--- src/rtl/exp_pkg.sv ---
package exp_pkg;
    typedef enum logic [1:0] {
        S_CLEAR = 2'd0,
        S_IDLE  = 2'd1,
        S_SHIFT = 2'd2,
        S_LATCH = 2'd3
    } exp_state_t;

    typedef enum logic {
        PH_LO = 1'b0,
        PH_HI = 1'b1
    } exp_phase_t;
endpackage

--- src/rtl/exp_phase_timer.sv ---
module exp_phase_timer #(
    parameter int HALF_CYC = 3
) (
    input  logic clk,
    input  logic rst_n,
    input  logic run,
    output logic last
);
    localparam int CW = (HALF_CYC < 2) ? 1 : $clog2(HALF_CYC);

    logic [CW-1:0] cnt;

    assign last = run && (cnt == CW'(HALF_CYC - 1));

    always_ff @(posedge clk or negedge rst_n) begin
        if (!rst_n)
            cnt <= '0;
        else if (!run || last)
            cnt <= '0;
        else
            cnt <= cnt + 1'b1;
    end
endmodule

--- src/rtl/exp_pwm.sv ---
module exp_pwm #(
    parameter int PW = 8
) (
    input  logic          clk,
    input  logic          rst_n,
    input  logic [PW-1:0] duty,
    output logic          en_n
);
    logic [PW-1:0] cnt;
    logic [PW-1:0] duty_q;

    always_ff @(posedge clk or negedge rst_n) begin
        if (!rst_n) begin
            cnt    <= '0;
            duty_q <= '0;
        end else begin
            cnt <= cnt + 1'b1;
            if (cnt == {PW{1'b1}})
                duty_q <= duty;
        end
    end

    assign en_n = !(cnt < duty_q);
endmodule

--- src/rtl/chain_expander_ctrl.sv ---
module chain_expander_ctrl
    import exp_pkg::*;
#(
    parameter int CHAIN_BITS = 16,
    parameter int HALF_CYC   = 3,
    parameter int PWM_BITS   = 8
) (
    input  logic                  clk,
    input  logic                  rst_n,
    input  logic [CHAIN_BITS-1:0] word_data,
    input  logic                  word_valid,
    output logic                  word_ready,
    input  logic [PWM_BITS-1:0]   pwm_duty,
    output logic                  ser_data,
    output logic                  ser_clk,
    output logic                  latch_clk,
    output logic                  out_en_n,
    output logic                  clear_n
);
    localparam int BW = (CHAIN_BITS < 2) ? 1 : $clog2(CHAIN_BITS);
    localparam logic [BW-1:0] LAST_BIT = BW'(CHAIN_BITS - 1);

    exp_state_t            state, state_d;
    exp_phase_t            phase;
    logic [CHAIN_BITS-1:0] shreg;
    logic [BW-1:0]         bit_cnt;
    logic                  ph_last;

    exp_phase_timer #(.HALF_CYC(HALF_CYC)) u_timer (
        .clk  (clk),
        .rst_n(rst_n),
        .run  (state != S_IDLE),
        .last (ph_last)
    );

    exp_pwm #(.PW(PWM_BITS)) u_pwm (
        .clk  (clk),
        .rst_n(rst_n),
        .duty (pwm_duty),
        .en_n (out_en_n)
    );

    // next-state decode
    always_comb begin
        state_d = state;
        unique case (state)
            S_CLEAR: if (ph_last) state_d = S_IDLE;
            S_IDLE:  if (word_valid) state_d = S_SHIFT;
            S_SHIFT: if (ph_last && phase == PH_HI && bit_cnt == LAST_BIT)
                         state_d = S_LATCH;
            S_LATCH: if (ph_last && phase == PH_HI) state_d = S_IDLE;
            default: state_d = S_CLEAR;
        endcase
    end

    // state register and datapath
    always_ff @(posedge clk or negedge rst_n) begin
        if (!rst_n) begin
            state   <= S_CLEAR;
            phase   <= PH_LO;
            shreg   <= '0;
            bit_cnt <= '0;
        end else begin
            state <= state_d;
            unique case (state)
                S_IDLE: begin
                    if (word_valid) begin
                        shreg   <= word_data;
                        bit_cnt <= '0;
                        phase   <= PH_LO;
                    end
                end
                S_SHIFT: begin
                    if (ph_last) begin
                        if (phase == PH_HI) begin
                            phase   <= PH_LO;
                            shreg   <= {shreg[CHAIN_BITS-2:0], 1'b0};
                            bit_cnt <= bit_cnt + 1'b1;
                        end else begin
                            phase <= PH_HI;
                        end
                    end
                end
                S_LATCH: begin
                    if (ph_last)
                        phase <= (phase == PH_HI) ? PH_LO : PH_HI;
                end
                default: phase <= PH_LO;
            endcase
        end
    end

    // outputs decoded from state
    always_comb begin
        word_ready = (state == S_IDLE);
        clear_n    = (state != S_CLEAR);
        ser_clk    = (state == S_SHIFT) && (phase == PH_HI);
        ser_data   = (state == S_SHIFT) ? shreg[CHAIN_BITS-1] : 1'b0;
        latch_clk  = (state == S_LATCH) && (phase == PH_HI);
    end
endmodule

--- config.mk ---
export PLATFORM = sky130hd
export DESIGN_NAME = chain_expander_ctrl
export DESIGN_NICKNAME = d
export VERILOG_FILES = /design/src/rtl/exp_pkg.sv /design/src/rtl/exp_phase_timer.sv /design/src/rtl/exp_pwm.sv /design/src/rtl/chain_expander_ctrl.sv
export SDC_FILE = /design/constraint.sdc
export NUM_CORES = 1
export LEC_CHECK = 0
export BUFFER_PORTS_ARGS = -buffer_cell sky130_fd_sc_hd__buf_2
export CAP_MARGIN = 5
export CORE_UTILIZATION = 50
export CTS_CLUSTER_DIAMETER = 200
export CTS_CLUSTER_SIZE = 20
export DETAILED_ROUTE_END_ITERATION = 10
export PLACE_DENSITY_LB_ADDON = 0.3
export SYNTH_ARGS = -nofsm -noshare
export SYNTH_HDL_FRONTEND = slang
export SYNTH_SLANG_ARGS = --single-unit
--- constraint.sdc ---
create_clock -name clk -period 1.72 [get_ports clk]
set_input_delay 0.086 -clock clk [delete_from_list [all_inputs] [get_ports clk]]
set_output_delay 0.086 -clock clk [all_outputs]
set_load 0.02 [all_outputs]
# Yosys cells after proc, flatten, opt, wreduce, memory -nomap -nowiden
# Index checks and enable logic that the tools add are counted.
[word_totals]
regBits = 41
latch_bits = 0
mem_bits_rw = 0
rom_bits = 0
inputBits = 27
output_inout_bits = 6
elab_cells = 59
mem_count = 0
[classes]
add_sub_neg = 3
mul = 0
n_div = 0
order_cmp = 1
eq_ne = 14
shifts = 0
mux = 19
bitwise = 0
reduce_logical = 15
[ops]
columns = ["cell", "n"]
rows = [
  ["2-to-1 mux 16 bit", 3],
  ["case mux 16 bit (2 select lines)", 1],
  ["2-to-1 mux 4 bit", 3],
  ["inequality test 2 bit, second input constant", 6],
  ["2-to-1 mux 2 bit", 5],
  ["adder 8 x 1 -> 8 bit, second input constant", 1],
  ["equality test 8 bit, second input constant", 1],
  ["< comparator 8 bit", 1],
  ["case mux 2 bit (4 select lines)", 1],
  ["case mux 4 bit (2 select lines)", 1],
  ["AND reduction 4 bit", 2],
  ["equality test 2 bit, second input constant", 3],
  ["logical AND 1 bit", 5],
  ["adder 4 x 1 -> 4 bit, second input constant", 1],
  ["equality test 4 bit, second input constant", 1],
  ["2-to-1 mux 1 bit", 4],
  ["inequality test 2 x 1 -> 1 bit, second input constant", 2],
  ["nonzero test 2 bit", 2],
  ["adder 2 x 1 -> 2 bit, second input constant", 1],
  ["equality test 2 x 1 -> 1 bit, second input constant", 1],
  ["zero test 1 bit", 2],
  ["zero test 2 bit", 1],
  ["case mux 1 bit (2 select lines)", 1],
  ["AND reduction 2 bit", 1],
  ["2 further kinds", 2],
]

# Depth between registers and ports, before layout
# Gate-level depths: netlist of the first run.
[logic_depth]
ltp_word = 6
ltp_mapped = 7
ltp_nobuf = 6

# By module
# Synthesis of the first run repeated with hierarchy kept, for this count alone.
[hier_totals]
cells_unflattened = 187
hier_area_um2 = 2065.7
[by_module_without_submodules]
columns = ["mod", "n_inst", "cells_each", "area_per_inst_um2"]
rows = [
  ["chain_expander_ctrl", 1, 113, 1167.4],
  ["exp_pwm", 1, 67, 800.8],
  ["exp_phase_timer", 1, 7, 97.6],
]

# Least setup slack after synthesis of the first run
# OpenSTA, ideal clock, no wires.
[synth_timing]
path_type = "flip-flop to flip-flop"
from = "register state[1]"
to = "register bit_cnt[3]"
arrival_ps = 1546
required_time_ps = 1580
setup_slack_ps = 34
stages_incl_launch_ff = 8
n_path_buf = 1
cell_sequence = "dfrtp_1 > inv_1 > ha_1 > and4b_1 > buf_2 > nand4_1 > xor2_1 > nor2_1"
[synth_rtl]
columns = ["item", "line", "source"]
rows = [
  ["from (decl)", "chain_expander_ctrl.sv:23", "exp_state_t state, state_d;"],
  ["from (signal assigned)", "chain_expander_ctrl.sv:64", "state <= state_d;"],
  ["equality test 2 x 1 -> 1 bit (*)", "n/a", ""],
  ["named net word_ready", "chain_expander_ctrl.sv:12", "output logic word_ready,"],
  ["inequality test 2 bit (no source line) / nonzero test 2 bit (equally long branches)", "n/a", ""],
  ["AND reduction 4 bit (no source line)", "n/a", ""],
  ["to (signal assigned)", "chain_expander_ctrl.sv:78", "bit_cnt <= bit_cnt + 1'b1;"],
  ["to (decl)", "chain_expander_ctrl.sv:26", "logic [BW-1:0] bit_cnt;"],
]
# Mark *: on every way through the listed nets, which the timed path passes. The rest lies on a longest branch.
# A chain may end at the register's enable or synchronous reset.

# Worst setup path after layout of the first run
[layout_timing]
from = "register u_pwm.cnt[6]"
to = "output out_en_n"
[layout_via]
elab_chain_cells = 2
[layout_lines]
columns = ["item", "line", "source"]
rows = [
  ["from (decl)", "exp_pwm.sv:9", "logic [PW-1:0] cnt;"],
  ["from (signal assigned)", "exp_pwm.sv:17", "cnt <= cnt + 1'b1;"],
  ["< comparator 8 bit", "exp_pwm.sv:23", "assign en_n = !(cnt < duty_q);"],
  ["zero test 1 bit", "exp_pwm.sv:23", ""],
  ["to (decl)", "chain_expander_ctrl.sv:17", "output logic out_en_n,"],
]
# No other way between the ends.

==> impl_summary.log, run 1 <==
INFO  metric start_util = 52.6%
INFO  metric number_of_global_route_vias_before_repair = 1316
INFO  metric sequential_to_total_area_share_from_yosys_stat = 48.4%
INFO  metric critical_path.most_common_cell = a21o_1
INFO  metric routed_wire_length_per_instance = 12.7 um
INFO  metric cp_data_arrival_time = 1.65 ns
INFO  metric final_count_of_negative_setup_slack_endpoints = 1
INFO  metric synthMostInstantiatedCell = dfrtp_1
INFO  metric ff2ff_setup_slack = 0.05 ns
INFO  metric ctsRootBufferMaster = clkbuf_8
INFO  metric globalplace.congestion = 0.749
INFO  metric post_synth_inst_count = 187
INFO  metric power_density = 1560 nW/um^2
INFO  metric overall_power_of_the_completed_layout = 4070 uW
INFO  metric synth_cell_types = 30
INFO  metric clkLatencyLatePin = 0.29 ns
INFO  metric std_cell_rows = 23
INFO  metric relSlewSlack = 65.7%
INFO  metric routed-via-count = 1447
INFO  metric antenna_cells = 0
INFO  metric ys_flop_type = dfrtp_1
INFO  metric remaining_design_rule_violation_count = 0
INFO  metric reg2regPathDepth = 8
INFO  metric synth_common_cells = dfrtp_1 (41), nor2_1 (21), mux2i_1 (17)
INFO  metric port-buffer-count = 32
INFO  metric antenna_violating_nets_post_route = 0
INFO  metric timing_hold_violations_final = 0
INFO  metric critPathMaxFanout = 2
INFO  metric final_layout_size_suffix_gt1_share = 36.8%
INFO  metric cts.clk_slew.worst_paths = 0.07 ns
INFO  metric cap_viol_max_count = 0
INFO  metric crit_required = 1.63 ns
INFO  metric grt_overflow_total = 0
INFO  metric wl = 3.68 mm
INFO  metric dr.first_iter.drc_count = 29
INFO  metric dr_top_layer = met4
INFO  metric fin_worst_hold_slack = 0.0199 ns
INFO  metric failed_checks = setup timing
INFO  metric outcome = finished with violations
INFO  metric fin_crit = 1.74 ns
INFO  metric ys_warn_count = 0
INFO  metric ctsLongestPathBuffers = 2
INFO  metric yosys-top-cells-area = dfrtp_1 (48%), ha_1 (8.9%), mux2i_1 (8.0%)
INFO  metric die_y = 67.1 um
INFO  metric hold_path_class = in2reg
INFO  metric detail_route.wirelength.met1 = 1.80 mm
INFO  metric post-route-period-util = 101%
INFO  metric design.die.area = 4500 um^2
INFO  metric total_leakage_power = 0.00123 uW
INFO  metric numClockSinks = 41
INFO  metric synth_enable_flop_cells = 0
INFO  metric die_w = 67.1 um
INFO  metric dp.cells = 270
INFO  metric maxClockFrequency = 575 MHz
INFO  metric top_level_ports = 33
INFO  metric whs_endpoint = u_pwm.duty_q[1]$_DFFE_PN0N_
INFO  metric syn_area_per_cell = 11.3 um^2
INFO  metric cells_along_the_critical_path = ha_1 > a21o_1 > a21o_1 > a41o_1 > buf_6
INFO  metric syn_to_final_growth = 23.0%
INFO  metric grt_util_all_layers = 17.7%
INFO  metric worst_path_max_delay_cell = dfrtp_1
INFO  metric global_route_wire_length_before_repair = 5.73 mm
INFO  metric critical-path-max-stage-delay = 0.38 ns
INFO  metric synth.ff_latch_count = 41
INFO  metric startpoint_type = flop
INFO  metric setup_tns = -0.0185 ns
INFO  metric setup.worst_path.end_class = output pin
INFO  metric synth-async-reset-ratio = 100%
INFO  metric postSynthNetCount = 229
INFO  metric post_place_setup_slack = 0.0459 ns
INFO  metric htree_num_levels = 2
INFO  metric hpwlAfterDp = 2.31 mm
INFO  metric path_class = reg2out
INFO  metric drt-pass1-iter-count = 3
INFO  metric vdd.ir_drop.worst = 1.17 mV
INFO  metric floorplan.core_area = 4030 um^2
INFO  metric initial_antenna_violation_count = 0
INFO  metric drv_slew = 0
INFO  metric reg2reg_from = state[0]$_DFFE_PN0P_
INFO  metric clock_skew = 0.00479 ns
INFO  metric design.final.nets = 280
INFO  metric viasPerCell = 5.01
INFO  metric synth.cell_area = 2120 um^2
INFO  metric setup_repair_after_global_routing_missed_its_margin = true
INFO  metric metal2_wl = 1.67 mm
INFO  metric rr_endpoint = shreg[15]$_DFFE_PN0P_
INFO  metric yosysTopAreaCellShare = 48.4%
INFO  metric non_filler_instance_count_after_layout = 289
INFO  metric cts_inserted_buffers = 5
INFO  metric min_path_cells = 2
INFO  metric dr_wl_met3 = 136 um
INFO  metric max_slew.worst_pin.slew = 0.514 ns
INFO  metric biggest_area_consumer_among_synthesized_cells = dfrtp_1
INFO  metric hp-start = pwm_duty[1]
INFO  metric tritoncts = done
INFO  metric grt_max_degree = 42
INFO  metric post-route-worst-setup-slack = -0.0185 ns
-- flip-flops by register name, summed over array words and instances, names as in the netlist --
signal        flops
phase             1
u_pwm.duty_q      8
state             2
bit_cnt           4
u_pwm.cnt         8
u_timer.cnt       2
shreg            16
-- metrics by stage --
step	utilization (%)	instance area, um^2
final	64.7	2610
after global routing	64.7	2610
after CTS	62.0	2500
after detailed placement	58.6	2360
after global placement	58.6	2360
after floorplan	-	2120
-- critical path, delay by kind of cell (launching register included) --
family	cells	cell delay (ns)
AOI/OAI and AO/OA	3	0.54
DFF	1	0.38
adders and majority gates	1	0.30
buffers and inverters	1	0.13
-- cells by family after synthesis --
logic type      after synthesis  share of synthesized area, %
simple gates                 44                          9.56
flops                        41                          48.4
compound gates               30                          11.7
mux                          25                          12.3
buf+inv                      23                          5.43
fa+ha+maj                    15                          8.85
xor+xnor                      9                          3.72
-- cells in the final DEF (no fill, tap or decap), types with 2 or more instances in the layout --
cell / netlist / final
nand2b_1: 3 / 2
ha_2: 0 / 3
buf_2: 2 / 31
nand3_1: 5 / 4
xor2_1: 5 / 5
a21oi_2: 14 / 14
mux2i_1: 17 / 17
nor3_1: 2 / 2
nor2_1: 21 / 20
nand2_1: 6 / 6
buf_6: 2 / 4
ha_1: 15 / 12
inv_1: 16 / 16
buf_4: 3 / 12
clkbuf_8: 0 / 5
and2_1: 3 / 3
mux2_2: 8 / 8
clkbuf_1: 0 / 3
a21o_1: 3 / 3
dlygate4sd3_1: 0 / 2
dfrtp_1: 41 / 41
a21oi_1: 4 / 4
xnor2_1: 4 / 4
-- worst max path at each step --
stage | startpoint | slack [ns] | cells past startpoint | end
after detailed placement | state[0]$_DFFE_PN0P_ | 0.05 | 7 | shreg[15]$_DFFE_PN0P_
after CTS | u_pwm.cnt[1]$_DFF_PN0_ | -0.04 | 5 | out_en_n
after floorplan | state[1]$_DFFE_PN0P_ | 0.03 | 7 | bit_cnt[3]$_DFFE_PN0P_
after global routing | u_pwm.cnt[6]$_DFF_PN0_ | -0.08 | 5 | out_en_n
after global placement | u_pwm.cnt[0]$_DFF_PN0_ | 0.08 | 6 | u_pwm.duty_q[0]$_DFFE_PN0N_
final | u_pwm.cnt[6]$_DFF_PN0_ | -0.02 | 5 | out_en_n
-- what timing repair did --
action,in CTS,in global routing
pin swaps,7,4
buffers inserted,3,4
hold endpoints to repair,42,0
endpoints found under the setup margin,1,30
gates resized for setup,5,10
hold buffers,2,0
cloned,0,2
-- power by group --
part | total (uW) | switching, uW | internal, uW
Sequential | 1380 | 153 | 1230
Combinational | 2090 | 1090 | 1000
Clock | 596 | 308 | 288
Total | 4070 | 1550 | 2520
-- area by class of cell --
type	instances	area, um^2
timing repair buffer	51	355
multi-input combinational	123	1020
clock buffer	8	80.1
tap	50	62.6
fill	313	1420
sequential	41	1030
inverter	16	60.1
-- metal layers --
layer | global-route usage (%) | vias up
met2 | 26.0 | 23
met4 | 9.57 | 0
met1 | 23.2 | 683
met3 | 5.14 | 8
met5 | 0 | -
li1 | - | 733
Note: power is estimated with default switching activity, not from simulation.
==> run 2, diff against run 1 <==
==> constraint.sdc (replaced) <==
create_clock -name clk -period 1.72 [get_ports clk]
set_input_delay 0.344 -clock clk [delete_from_list [all_inputs] [get_ports clk]]
set_output_delay 0.344 -clock clk [all_outputs]
set_load 0.02 [all_outputs]
==> run 2 against run 1 <==
Critical path type unchanged; the run still ends with setup timing left; largest power group unchanged; die area stayed put; first-iteration DRC count rose by 72%; power rose by 5.0%; largest cell class is now multi-input gates; highest routed layer unchanged.
==> impl_summary.log, run 2 (synthesized netlist as in run 1, its figures left out) <==
INFO  metric outcome = finished with violations (unchanged)
INFO  metric failed_checks = setup timing (unchanged)
INFO  metric htree_num_levels = 2 (unchanged)
INFO  metric setup.worst_path.end_class = output pin (unchanged)
INFO  metric initial_antenna_violation_count = 0 (unchanged)
INFO  metric grt_max_degree = 32 (was 42)
INFO  metric design.final.nets = 287 (was 280)
INFO  metric ctsLongestPathBuffers = 2 (unchanged)
INFO  metric final_count_of_negative_setup_slack_endpoints = 1 (unchanged)
INFO  metric drt-pass1-iter-count = 4 (was 3)
INFO  metric overall_power_of_the_completed_layout = 4270 uW (was 4070 uW)
INFO  metric dr.first_iter.drc_count = 50 (was 29)
INFO  metric antenna_violating_nets_post_route = 0 (unchanged)
INFO  metric power.sequential.fraction = 32.7% (was 34.0%)
INFO  metric vdd.ir_drop.worst = 1.06 mV (was 1.17 mV)
INFO  metric largest_reg_flops = 16 (unchanged)
INFO  metric crit_required = 1.38 ns (was 1.63 ns)
INFO  metric tritoncts = done (unchanged)
INFO  metric final_design_area_no_fill = 2770 um^2 (was 2610 um^2)
INFO  metric viasPerCell = 5.07 (was 5.01)
INFO  metric total_leakage_power = 0.00128 uW (was 0.00123 uW)
INFO  metric fin_crit = 1.98 ns (was 1.74 ns)
INFO  metric cts_inserted_buffers = 5 (unchanged)
INFO  metric power_density = 1540 nW/um^2 (was 1560 nW/um^2)
INFO  metric cap_viol_max_count = 0 (unchanged)
INFO  metric share_comb_of_total_power = 52.7% (was 51.4%)
INFO  metric startpoint_type = flop (unchanged)
INFO  metric routed_wire_length_per_instance = 13.2 um (was 12.7 um)
INFO  metric timing_hold_violations_final = 0 (unchanged)
INFO  metric registers.top_by_ff_count = shreg (unchanged)
INFO  metric remaining_design_rule_violation_count = 0 (unchanged)
INFO  metric post-route-worst-setup-slack = -0.258 ns (was -0.0185 ns)
INFO  metric pwr-share-clk = 14.6% (about the same)
INFO  metric hold_path_class = in2async (was in2reg)
INFO  metric cp_data_arrival_time = 1.63 ns (was 1.65 ns)
INFO  metric routed-via-count = 1495 (was 1447)
INFO  metric relSlewSlack = 67.3% (was 65.7%)
INFO  metric top_level_ports = 33 (unchanged)
INFO  metric sw_frac_of_total = 37.5% (was 38.1%)
INFO  metric design.die.area = 4500 um^2 (unchanged)
INFO  metric post-route-period-util = 115% (was 101%)
INFO  metric path_class = reg2out (unchanged)
INFO  metric floorplan.core_area = 4030 um^2 (unchanged)
INFO  metric numClockSinks = 41 (unchanged)
INFO  metric non_filler_instance_count_after_layout = 295 (was 289)
INFO  metric syn_to_final_growth = 30.7% (was 23.0%)
INFO  metric cts_hold_repair.buffers = 0 (was 2)
INFO  metric start_util = 52.6% (unchanged)
INFO  metric wl = 3.91 mm (was 3.68 mm)
INFO  metric max_slew.worst_pin.slew = 0.490 ns (was 0.514 ns)
INFO  metric globalplace.congestion = 0.742 (was 0.749)
INFO  metric maxClockFrequency = 506 MHz (was 575 MHz)
INFO  metric setup_repair_after_global_routing_missed_its_margin = true (unchanged)
INFO  metric critPathMaxFanout = 2 (unchanged)
INFO  metric die_y = 67.1 um (unchanged)
INFO  metric port-buffer-count = 32 (unchanged)
INFO  metric internal-power = 2670 uW (was 2520 uW)
INFO  metric std_cell_rows = 23 (unchanged)
INFO  metric hpwlAfterDp = 2.58 mm (was 2.31 mm)
INFO  metric largest_registers = shreg (16), u_pwm.cnt (8), u_pwm.duty_q (8) (unchanged)
INFO  metric grt_overflow_total = 0 (unchanged)
INFO  metric drv_slew = 0 (unchanged)
INFO  metric clock_skew = 0.00292 ns (was 0.00479 ns)
INFO  metric ctsRootBufferMaster = clkbuf_8 (unchanged)
INFO  metric placed_cell_area = 2430 um^2 (was 2360 um^2)
INFO  metric clkLatencyLatePin = 0.28 ns (was 0.29 ns)
INFO  metric final_layout_size_suffix_gt1_share = 42.0% (was 36.8%)
INFO  metric global_route_wire_length_before_repair = 6.09 mm (was 5.73 mm)
INFO  metric switchingPower = 1600 uW (was 1550 uW)
INFO  metric cts.clk_slew.worst_paths = 0.07 ns (about the same)
INFO  metric dp.cells = 277 (was 270)
INFO  metric final_common_cell = dfrtp_1 (unchanged)
INFO  metric layout.cells.most_common_list = dfrtp_1 (40), buf_2 (29), nor2_1 (20), buf_4 (19), mux2i_1 (17) (was dfrtp_1 (41), buf_2 (31), nor2_1 (20), mux2i_1 (17), inv_1 (16))
INFO  metric antenna_cells = 0 (unchanged)
INFO  metric die_w = 67.1 um (unchanged)
INFO  metric grt_util_all_layers = 18.2% (was 17.7%)
INFO  metric number_of_global_route_vias_before_repair = 1395 (was 1316)
## run 2: cell types whose count changed in the layout (fill, tap and decap cells not counted), sizes merged
cell / before / now
buf: 48 / 57
clkbuf: 9 / 8
dlygate4sd3: 2 / 0
## run 2: layer usage
metal / vias to the layer above / GRT usage, % / share of wire (%)
met5: - / 0 / 0
met4: 0 / 4.79 / 0.97
met3: 6 / 6.16 / 3.9
met2: 28 / 28.0 / 48
met1: 717 / 24.3 / 47
li1: 744 / - / -
## run 2: cell type report
cell class | instances | area (um^2)
Multi-Input combinational cell | 123 | 1090
Tap cell | 50 | 62.6
Sequential cell | 41 | 1030
Inverter | 16 | 62.6
Timing Repair Buffer | 58 | 440
Clock buffer | 7 | 86.3
Fill cell | 297 | 1260
## run 2: what timing repair did
| action | in CTS | in global routing |
|---|---|---|
| resized for setup | 13 | 23 |
| gates cloned | 0 | 2 |
| pin swaps | 7 | 3 |
| buffers inserted | 4 | 5 |
| endpoints found under the setup margin | 4 | 18 |
## run 2: final timing paths
check	from	endpoint	slack, ns	depth (start not counted)
max	u_pwm.duty_q[2]$_DFFE_PN0N_	out_en_n	-0.26	6
min	rst_n	phase$_DFFE_PN0P_	0.01	1
min reg2reg	u_timer.cnt[0]$_DFF_PN0_	u_timer.cnt[0]$_DFF_PN0_	0.44	1
max in group asynchronous	rst_n	state[1]$_DFFE_PN0P_	1.21	2
max reg2reg	u_pwm.cnt[1]$_DFF_PN0_	u_pwm.duty_q[6]$_DFFE_PN0N_	0.04	8
min in group clk	pwm_duty[5]	u_pwm.duty_q[5]$_DFFE_PN0N_	0.28	2
## run 2: power by group through the flow
stage / sequential [uW] / combinational [uW] / clock [uW]
detailed placement: 1390 / 1780 / 0
finish: 1400 / 2250 / 624
floorplan: 1350 / 1420 / 0
CTS: 1380 / 1880 / 638
global placement: 1390 / 1750 / 0
global route: 1430 / 2490 / 683
## run 2: per-stage QoR
step	setup TNS, ns	hold WS (ns)	utilization (%)	setup WS (ns)
floorplan	0	0.0484	-	0.0343
global placement	0	0.331	60.2	0.0108
detailed placement	-0.00752	0.336	60.2	-0.00752
CTS	-0.260	0.0311	64.3	-0.260
global route	-0.406	0.0437	68.8	-0.350
finish	-0.258	0.0131	68.8	-0.258
## run 2: critical path, cell delays in order, from the launching register on
cell and delay (ns):
dfrtp_1 0.35, inv_1 0.05, ha_1 0.28, o211ai_1 0.22
o21ai_1 0.12, a41o_1 0.20, buf_6 0.13
